$ cat src/rtl/keyscan_pkg.sv
package keyscan_pkg;
  localparam int KS_ROWS  = 6;
  localparam int KS_COLS  = 5;
  localparam int KS_KEYS  = KS_ROWS * KS_COLS;
  localparam int KS_FRAME = KS_KEYS + 2;
  localparam int ROW_W    = $clog2(KS_ROWS);

  typedef enum logic [1:0] {
    ST_IDLE,
    ST_SCAN,
    ST_CMP,
    ST_HOLD
  } scanState_t;

  // strobes from control to datapath
  typedef struct packed {
    logic             sampleEn;
    logic             passSel;
    logic [ROW_W-1:0] rowIdx;
    logic             latchKeys;
    logic             loadFrame;
    logic             shiftFrame;
  } scanStrobe_t;
endpackage

$ cat src/rtl/keyscan_datapath.sv
module keyscan_datapath
  import keyscan_pkg::*;
#(
  parameter int SYNC_STAGES = 2
) (
  input  logic               clk,
  input  logic               rstN,
  input  logic [KS_COLS-1:0] senseIn,
  input  logic [KS_ROWS-1:0] rowEn,
  input  logic               psfBit,
  input  scanStrobe_t        strb,
  output logic               match,
  output logic               scanNonZero,
  output logic               senseAny,
  output logic [KS_KEYS-1:0] keyData,
  output logic               frameBit
);
  logic [KS_COLS-1:0]  syncQ [SYNC_STAGES];
  logic [KS_KEYS-1:0]  passA;
  logic [KS_KEYS-1:0]  passB;
  logic [KS_FRAME-1:0] frameQ;
  logic [KS_COLS-1:0]  senseS;

  assign senseS = syncQ[SYNC_STAGES-1];

  always_ff @(posedge clk or negedge rstN) begin
    if (!rstN) begin
      for (int i = 0; i < SYNC_STAGES; i++) syncQ[i] <= '0;
    end else begin
      syncQ[0] <= senseIn;
      for (int i = 1; i < SYNC_STAGES; i++) syncQ[i] <= syncQ[i-1];
    end
  end

  // one row slice per drive line, masked by the row enable
  always_ff @(posedge clk or negedge rstN) begin
    if (!rstN) begin
      passA <= '0;
      passB <= '0;
    end else if (strb.sampleEn) begin
      for (int r = 0; r < KS_ROWS; r++) begin
        if (strb.rowIdx == ROW_W'(r)) begin
          if (strb.passSel) passB[r*KS_COLS +: KS_COLS] <= senseS & {KS_COLS{rowEn[r]}};
          else              passA[r*KS_COLS +: KS_COLS] <= senseS & {KS_COLS{rowEn[r]}};
        end
      end
    end
  end

  always_ff @(posedge clk or negedge rstN) begin
    if (!rstN) keyData <= '0;
    else if (strb.latchKeys) keyData <= passB;
  end

  // frame: bit 0 don't-care, keys, flag last; shifted out LSB first
  always_ff @(posedge clk or negedge rstN) begin
    if (!rstN) frameQ <= '1;
    else if (strb.loadFrame) frameQ <= {psfBit, keyData, 1'b1};
    else if (strb.shiftFrame) frameQ <= {1'b1, frameQ[KS_FRAME-1:1]};
  end

  assign match       = (passA == passB);
  assign scanNonZero = |passB;
  assign senseAny    = |senseS;
  assign frameBit    = frameQ[0];
endmodule

$ cat src/rtl/keyscan_control.sv
module keyscan_control
  import keyscan_pkg::*;
#(
  parameter int SLOT_CYCLES = 48
) (
  input  logic               clk,
  input  logic               rstN,
  input  logic [1:0]         keySel,
  input  logic [1:0]         psMode,
  input  logic               csIn,
  input  logic               sclkIn,
  input  logic               match,
  input  logic               scanNonZero,
  input  logic               senseAny,
  input  logic               frameBit,
  output scanStrobe_t        strb,
  output logic [KS_ROWS-1:0] rowEn,
  output logic [KS_ROWS-1:0] driveOut,
  output logic               soN,
  output logic               pending,
  output logic               armed,
  output logic               psfBit
);
  localparam int SLOT_W = (SLOT_CYCLES > 1) ? $clog2(SLOT_CYCLES) : 1;
  localparam logic [SLOT_W-1:0] SLOT_LAST = SLOT_W'(SLOT_CYCLES - 1);
  localparam logic [ROW_W-1:0]  ROW_LAST  = ROW_W'(KS_ROWS - 1);

  scanState_t        state;
  logic [SLOT_W-1:0] slotCnt;
  logic [ROW_W-1:0]  rowIdx;
  logic              passQ;
  logic              csD;
  logic              sclkD;
  logic              readMode;
  logic              csRise;
  logic              csFall;
  logic              slotEnd;
  logic [ROW_W:0]    keySkip;
  logic [ROW_W:0]    psSkip;

  assign csRise  = csIn & ~csD;
  assign csFall  = ~csIn & csD;
  assign slotEnd = (state == ST_SCAN) && (slotCnt == SLOT_LAST);

  // rows below the skip counts are disabled
  always_comb begin
    case (keySel)
      2'b00:   keySkip = '0;
      2'b01:   keySkip = (ROW_W+1)'(1);
      default: keySkip = (ROW_W+1)'(2);
    endcase
    case (psMode)
      2'b01:   psSkip = (ROW_W+1)'(KS_ROWS - 1);
      2'b10:   psSkip = (ROW_W+1)'(KS_ROWS - 2);
      default: psSkip = '0;
    endcase
  end

  for (genvar r = 0; r < KS_ROWS; r++) begin : g_row
    assign rowEn[r]    = ((ROW_W+1)'(r) >= keySkip) && ((ROW_W+1)'(r) >= psSkip);
    assign driveOut[r] = rowEn[r] & ((state == ST_SCAN) ? (rowIdx == ROW_W'(r)) : armed);
  end

  always_ff @(posedge clk or negedge rstN) begin
    if (!rstN) begin
      state    <= ST_IDLE;
      slotCnt  <= '0;
      rowIdx   <= '0;
      passQ    <= 1'b0;
      csD      <= 1'b0;
      sclkD    <= 1'b0;
      readMode <= 1'b0;
      armed    <= 1'b0;
    end else begin
      csD   <= csIn;
      sclkD <= sclkIn;
      if (csRise) readMode <= ~sclkIn;
      if (csFall) armed <= 1'b1;
      case (state)
        ST_IDLE: begin
          if (armed && senseAny) begin
            state   <= ST_SCAN;
            slotCnt <= '0;
            rowIdx  <= '0;
            passQ   <= 1'b0;
          end
        end
        ST_SCAN: begin
          if (slotCnt == SLOT_LAST) begin
            slotCnt <= '0;
            if (rowIdx == ROW_LAST) begin
              rowIdx <= '0;
              passQ  <= ~passQ;
              if (passQ) state <= ST_CMP;
            end else begin
              rowIdx <= rowIdx + 1'b1;
            end
          end else begin
            slotCnt <= slotCnt + 1'b1;
          end
        end
        ST_CMP: begin
          if (!scanNonZero) state <= ST_IDLE;
          else if (match)   state <= ST_HOLD;
          else              state <= ST_SCAN;
        end
        ST_HOLD: begin
          if (csFall && readMode) state <= ST_IDLE;
        end
        default: state <= ST_IDLE;
      endcase
    end
  end

  assign pending = (state == ST_HOLD);
  assign psfBit  = |psMode;

  always_comb begin
    strb.sampleEn   = slotEnd;
    strb.passSel    = passQ;
    strb.rowIdx     = rowIdx;
    strb.latchKeys  = (state == ST_CMP) && match && scanNonZero;
    strb.loadFrame  = csRise && !sclkIn;
    strb.shiftFrame = csD && !csRise && readMode && sclkD && !sclkIn;
  end

  assign soN = csD ? (readMode ? frameBit : 1'b1) : ~pending;
endmodule

$ cat src/rtl/keyscan_top.sv
module keyscan_top
  import keyscan_pkg::*;
#(
  parameter int SLOT_CYCLES = 48,
  parameter int SYNC_STAGES = 2
) (
  input  logic               clk,
  input  logic               rstN,
  input  logic [KS_COLS-1:0] senseIn,
  input  logic [1:0]         keySel,
  input  logic [1:0]         psMode,
  input  logic               csIn,
  input  logic               sclkIn,
  output logic [KS_ROWS-1:0] driveOut,
  output logic               soN
);
  scanStrobe_t        strb;
  logic [KS_ROWS-1:0] rowEn;
  logic               match;
  logic               scanNonZero;
  logic               senseAny;
  logic [KS_KEYS-1:0] keyData;
  logic               frameBit;
  logic               pending;
  logic               armed;
  logic               psfBit;

  keyscan_control #(.SLOT_CYCLES(SLOT_CYCLES)) u_ctrl (
    .clk(clk), .rstN(rstN), .keySel(keySel), .psMode(psMode),
    .csIn(csIn), .sclkIn(sclkIn), .match(match), .scanNonZero(scanNonZero),
    .senseAny(senseAny), .frameBit(frameBit), .strb(strb), .rowEn(rowEn),
    .driveOut(driveOut), .soN(soN), .pending(pending), .armed(armed),
    .psfBit(psfBit)
  );

  keyscan_datapath #(.SYNC_STAGES(SYNC_STAGES)) u_dp (
    .clk(clk), .rstN(rstN), .senseIn(senseIn), .rowEn(rowEn),
    .psfBit(psfBit), .strb(strb), .match(match), .scanNonZero(scanNonZero),
    .senseAny(senseAny), .keyData(keyData), .frameBit(frameBit)
  );
endmodule

$ cat config.mk
export PLATFORM = sky130hd
export DESIGN_NAME = keyscan_top
export DESIGN_NICKNAME = d
export VERILOG_FILES = /design/src/rtl/keyscan_pkg.sv /design/src/rtl/keyscan_datapath.sv /design/src/rtl/keyscan_control.sv /design/src/rtl/keyscan_top.sv
export SDC_FILE = /design/constraint.sdc
export NUM_CORES = 1
export LEC_CHECK = 0
export BUFFER_PORTS_ARGS = -buffer_cell sky130_fd_sc_hd__buf_4
export CORE_MARGIN = 10
export CORE_UTILIZATION = 56
export DETAILED_ROUTE_END_ITERATION = 8
export PLACE_DENSITY_LB_ADDON = 0.12
export REMOVE_ABC_BUFFERS = 1
export SYNTH_ARGS = -nofsm -noshare
export SYNTH_HDL_FRONTEND = slang
export SYNTH_HIERARCHICAL = 1
export SYNTH_SLANG_ARGS = --single-unit
$ cat constraint.sdc
create_clock -name clk -period 2.4 [get_ports clk]
set_input_delay 0.48 -clock clk [delete_from_list [all_inputs] [get_ports clk]]
set_output_delay 0.48 -clock clk [all_outputs]
set_load 0.005 [all_outputs]
# Yosys cells after proc, flatten, opt, wreduce, memory -nomap -nowiden
# Index checks and enable logic that the tools add are counted.
[word_totals]
reg_bits = 148
input_bits = 13
out_inout_bits = 7
elab_cells = 148
[classes]
addsub = 2
n_lt_le_gt_ge = 12
n_eq_ne = 18
muxes = 31
bitwise_logic = 19
reduce_logical = 42
[op_table]
columns = ["cell", "n"]
rows = [
  ["32-bit two-way mux", 2],
  ["3-bit AND reduction", 13],
  ["5-bit AND", 6],
  ["30-bit == test", 1],
  ["30-bit OR reduction", 1],
  ["1-bit logical AND", 16],
  ["2-bit two-way mux", 7],
  ["6-bit two-way mux", 2],
  ["3-bit one-hot mux with 2 select lines", 2],
  ["6-bit one-hot mux with 2 select lines", 1],
  ["1-bit two-way mux", 11],
  ["3-bit two-way mux", 3],
  ["1-bit AND", 8],
  ["2-bit one-hot mux with 4 select lines", 1],
  ["6-bit by 1-bit adder with 6-bit output, second input constant", 1],
  ["2-bit by 1-bit == test with 1-bit output, second input constant", 3],
  ["2-bit == test, second input constant", 3],
  ["3-bit by 2-bit == test with 1-bit output, second input constant", 2],
  ["3-bit == test, second input constant", 2],
  ["6-bit == test, second input constant", 1],
  ["1-bit by 3-bit greater-or-equal comparator with 1-bit output, first input constant", 2],
  ["2-bit by 3-bit greater-or-equal comparator with 1-bit output, first input constant", 2],
  ["3-bit by 2-bit greater-or-equal comparator with 1-bit output, first input constant", 2],
  ["3-bit greater-or-equal comparator, first input constant", 2],
  ["18 further kinds", 30],
]

# Logic depth before layout (Yosys ltp)
[depth]
ltp_word = 9
depth_mapped = 9
depth_no_buf = 7

# Cells and area by module
# Netlist, hierarchy kept.
[by_module_without_submodules]
columns = ["module", "instances", "cells_per_inst", "area_per_inst_um2", "seq_area_each_um2"]
rows = [
  ["keyscan_datapath", 1, 484, 5724.2, 3343.2],
  ["keyscan_control", 1, 118, 1074.8, 400.4],
]

# Worst setup path after synthesis
# No wires, ideal clock.
[synth_path]
path_type = "reg2reg"
start = "register u_dp.passB[24]"
end = "register u_dp.keyData[0]"
setup_time_ns = 0.125
t_arrival_ns = 2.105
required_ns = 2.275
slack_ns = 0.171
path_stages_with_launch = 8
path_buffers = 1
synth_period_minus_slack_ns = 2.229
path_cell_list = "dfrtp_1 xor2_1 nor4_1 nand3_1 nor4_1 and4b_1 clkbuf_1 mux2_2"
[synth_rtl]
columns = ["element", "line", "source"]
rows = [
  ["start: declaration", "keyscan_datapath.sv:20", "logic [KS_KEYS-1:0] passB;"],
  ["start signal: indexed assignment", "keyscan_datapath.sv:43", "if (strb.passSel) passB[r*KS_COLS +: KS_COLS] <= senseS & {KS_COLS{rowEn[r]}};"],
  ["end signal: assignment", "keyscan_datapath.sv:52", "else if (strb.latchKeys) keyData <= passB;"],
  ["end: declaration", "keyscan_datapath.sv:15", "output logic [KS_KEYS-1:0] keyData,"],
]

==> impl_metrics.tcl <==
set metrics [dict create \
    postLayoutCoreUtil_pct 67.21 \
    coreArea_mm2 0.01196 \
    grt_usage_pct 18.29 \
    io_buffers 19 \
    crit_slowest_cell "dfrtp_1" \
    fin_cells 808 \
    die_area_mm2 0.01695 \
    path_class "reg2reg" \
    path_clk_slew_ns 0.06 \
    crit_buf_inv 1 \
    cp_slowest_stage_delay_ns 0.42 \
    arrival_ns 2.66 \
    grt_max_degree 68 \
    status "complete, no violations" \
    synth-seq-cells 148 \
    num_rows 40 \
    cts_sinks 148 \
    slew_violations 0 \
    power_density_mw_per_mm2 662.7 \
    totalWireLength_um 14870 \
    area_growth_pct 18.24 \
    yosysWarnings 6 \
    cts-root-buf "clkbuf_16" \
    clk_latency_ns 0.42 \
    synthCells 602 \
    seq_power_share_pct 47.9 \
    worstMarginPinSlew_ns 0.5300 \
    grt_pass1_vias 4635 \
    p_sw_share_pct 21.11 \
    finalClockSkew_ns 0.008327 \
    synthXorXnorAreaFrac_pct 3.865 \
    gp_congestion 0.8326 \
    min-delay-start "senseIn[0]" \
    timing.slew.headroom_pct 64.66 \
    antennaDiodeCount 0 \
    cp-start-kind "flop" \
    seq_area_frac_synth_pct 55.06 \
    synth_top_family_by_area "multiplexers" \
    min_path_type "in2reg" \
    dp_cells 764 \
    synthSimpleGateAreaFrac_pct 14.28 \
    start_util_pct 56.84 \
    die_h_um 130.2 \
    drtAntennaViolNets 0 \
    synth_fa_ha_area_share_pct 0.7361 \
    via_per_inst 5.718 \
    internal_power_mw 4.203 \
    nets 665 \
    p_sw_mw 1.125 \
    drt_iter0_drc 324 \
    vdd_drop_max_v 0.0003856 \
    drt_pass1_iterations 6 \
    synth_cell_types 60 \
    preCtsSetupSlack_ns -0.04977 \
    fmax_mhz 424.3 \
    fin_ws_ns 0.04297 \
    grt_antenna_before_repair 0 \
    hold_viol_final 0 \
    cp-end-kind "flop" \
    fp.dieW_um 130.2 \
    leakage_nw 3.611 \
    required_ns 2.71 \
    cts.htree.levels 4 \
    drc_errors 0 \
    globalRoute.totalOverflow 0 \
    cts_inserted_buffers 17 \
    reg2reg_from "u_dp/passB[1]" \
    vias 4620 \
    design_area_mm2 0.008039 \
    power.total_mw 5.328 \
    setup_viol 0 \
    place_hpwl_um 9797 \
    path_max_fanout 8 \
    regToRegSetupSlack_ns 0.04 \
    cts_tree "yes" \
    cts.path.max_buffers 2 \
    path_common_cell "nor4_2" \
    cp_cell_sequence "xor2_1, nor4_2, nand4_1, nor4_2, and4b_2, clkbuf_16, mux2_2" \
    ios 20 \
    min_to "u_dp/syncQ[5]" \
    drive_gt1_share_pct 30.86 \
    place_area_mm2 0.007217 \
    grt_pass1_wl_um 23980 \
    finalCritPeriodShare_pct 98.21 \
    synth_mux_area_share_pct 14.35 \
    async_reset_ff_share_pct 100.0 \
    crit_start "u_dp/passB[1]" \
    syn_area_mm2 0.006799 \
    ys.flop_type "dfrtp_1" \
    synth_edf_count 0 \
    cap_violations 0 \
    reg2reg_to "u_dp/keyData[19]" \
    path_delay_family "simple AND/OR/NAND/NOR gates" \
    pwr-share-clk_pct 48.6 \
    rr_worst_depth 7 \
    path_depth 7 \
    finalCriticalPeriod_ns 2.357 \
    pwr-share-comb_pct 3.5 \
    avgSynthCellArea_um2 11.29 \
    hold_depth 1 \
    fin_setup_tns_ns 0 \
    synth_compound_area_share_pct 8.060 \
    rsz0062_at_grt "yes" \
    fillers 912 \
    hold_ws_ns 0.1673 \
    wl_per_cell_um 18.40 \
]
==> flip-flops by register name, indices dropped and copies added, names as in the netlist <==
name             count
u_dp/senseS          5
u_ctrl/armed         1
u_ctrl/sclkD         1
u_dp/passB          30
u_dp/keyData        30
u_ctrl/rowIdx        3
u_ctrl/passQ         1
u_ctrl/slotCnt       6
u_ctrl/csD           1
u_dp/passA          30
u_ctrl/state         2
u_ctrl/readMode      1
u_dp/syncQ           5
u_dp/frameQ         32
==> cell usage after synthesis (all sizes together), types with 2 or more instances <==
library cell  instances  area [um^2]
a211oi                2        15.01
a21boi                2        15.01
a21oi                 8        43.79
and2                 17        106.4
and2b                 3        22.52
and3b                 3        26.28
and4b                 2        21.27
buf                  16        100.1
clkbuf               17        65.06
dfrtp               116         2903
dfstp                32        840.8
ha                    4        50.05
inv                  21        78.83
mux2                 60        675.7
mux2i                30        300.3
nand2                77        289.0
nand2b                4        32.53
nand3                17        85.08
nand4                 7        43.79
nand4b                2        32.53
nor2                  9        36.29
nor3                  8        55.05
nor3b                 4        41.29
nor4                 14        100.1
o211ai                3        22.52
o21ai                73        369.1
o31ai                 2        15.01
or4                   3        22.52
xnor2                10        87.58
xor2                 20        175.2
==> worst max-delay path by stage <==
stage | endpoint | slack, ns
detailed placement | u_dp/keyData[26] | -0.05
global route | u_dp/keyData[22] | -0.07
global placement | u_dp/keyData[14] | 0.02
finish | u_dp/keyData[19] | 0.04
CTS | u_dp/keyData[13] | 0.006
floorplan | u_dp/frameQ[10] | -2.05
==> repair_timing <==
| action | 4_1_cts | 5_1_grt |
|---|---|---|
| gates resized for setup | 3 | 24 |
| hold endpoints to repair | 26 | 0 |
| setup buffers | 0 | 8 |
| gates cloned | 0 | 3 |
| endpoints found under the setup margin | 33 | 37 |
| pin swaps | 0 | 3 |
| hold buffers | 1 | 0 |
==> cell families (layout without fill, tap and decap cells) <==
kind of cell    after synthesis  count (layout)
simple gates                177             177
fa+ha+maj                     4               4
mux                          90              90
flops                       148             148
buf+inv                      54             113
xor+xnor                     30              30
other cells                   1               1
compound gates               98              98
==> area by class of cell <==
type / count / area, um^2 / area share (%)
Tap cell: 147 / 183.9 / 2.288
Clock buffer: 23 / 478.0 / 5.946
Multi-Input combinational cell: 400 / 2930 / 36.45
Timing Repair Buffer: 60 / 520.5 / 6.475
Inverter: 21 / 78.83 / 0.9805
Clock inverter: 9 / 101.3 / 1.261
Sequential cell: 148 / 3746 / 46.60
==> power groups by stage <==
stage	clock network (mW)	registers, mW	logic (mW)
2_1_floorplan	0	2.59	0.0793
3_3_place_gp	0	2.59	0.182
3_5_place_dp	0	2.60	0.187
4_1_cts	2.63	2.55	0.190
5_1_grt	2.75	2.56	0.212
6_report	2.59	2.55	0.187
==> cells in the final DEF (no fill, tap or decap), types with 10 or more instances in the layout <==
| cell | Yosys | layout |
|---|---|---|
| o21ai_0 | 67 | 67 |
| buf_4 | 6 | 53 |
| dfstp_2 | 32 | 32 |
| xor2_1 | 20 | 20 |
| dfrtp_1 | 116 | 114 |
| clkbuf_16 | 0 | 19 |
| xnor2_1 | 10 | 10 |
| mux2i_1 | 30 | 30 |
| mux2_4 | 0 | 17 |
| nand2_1 | 77 | 77 |
| mux2_2 | 60 | 43 |
| nand3_1 | 17 | 17 |
| inv_1 | 21 | 21 |
| and2_1 | 17 | 17 |
==> layer usage <==
layer  track usage (%)  vias up  routed length [um]
li1                  -     2199                   -
met1             24.07     2289                6839
met2             29.08      115                7155
met3             4.178       17                 670
met4             6.481        0                 200
met5                 0        -                   0
Note: power is estimated with default switching activity, not from simulation.
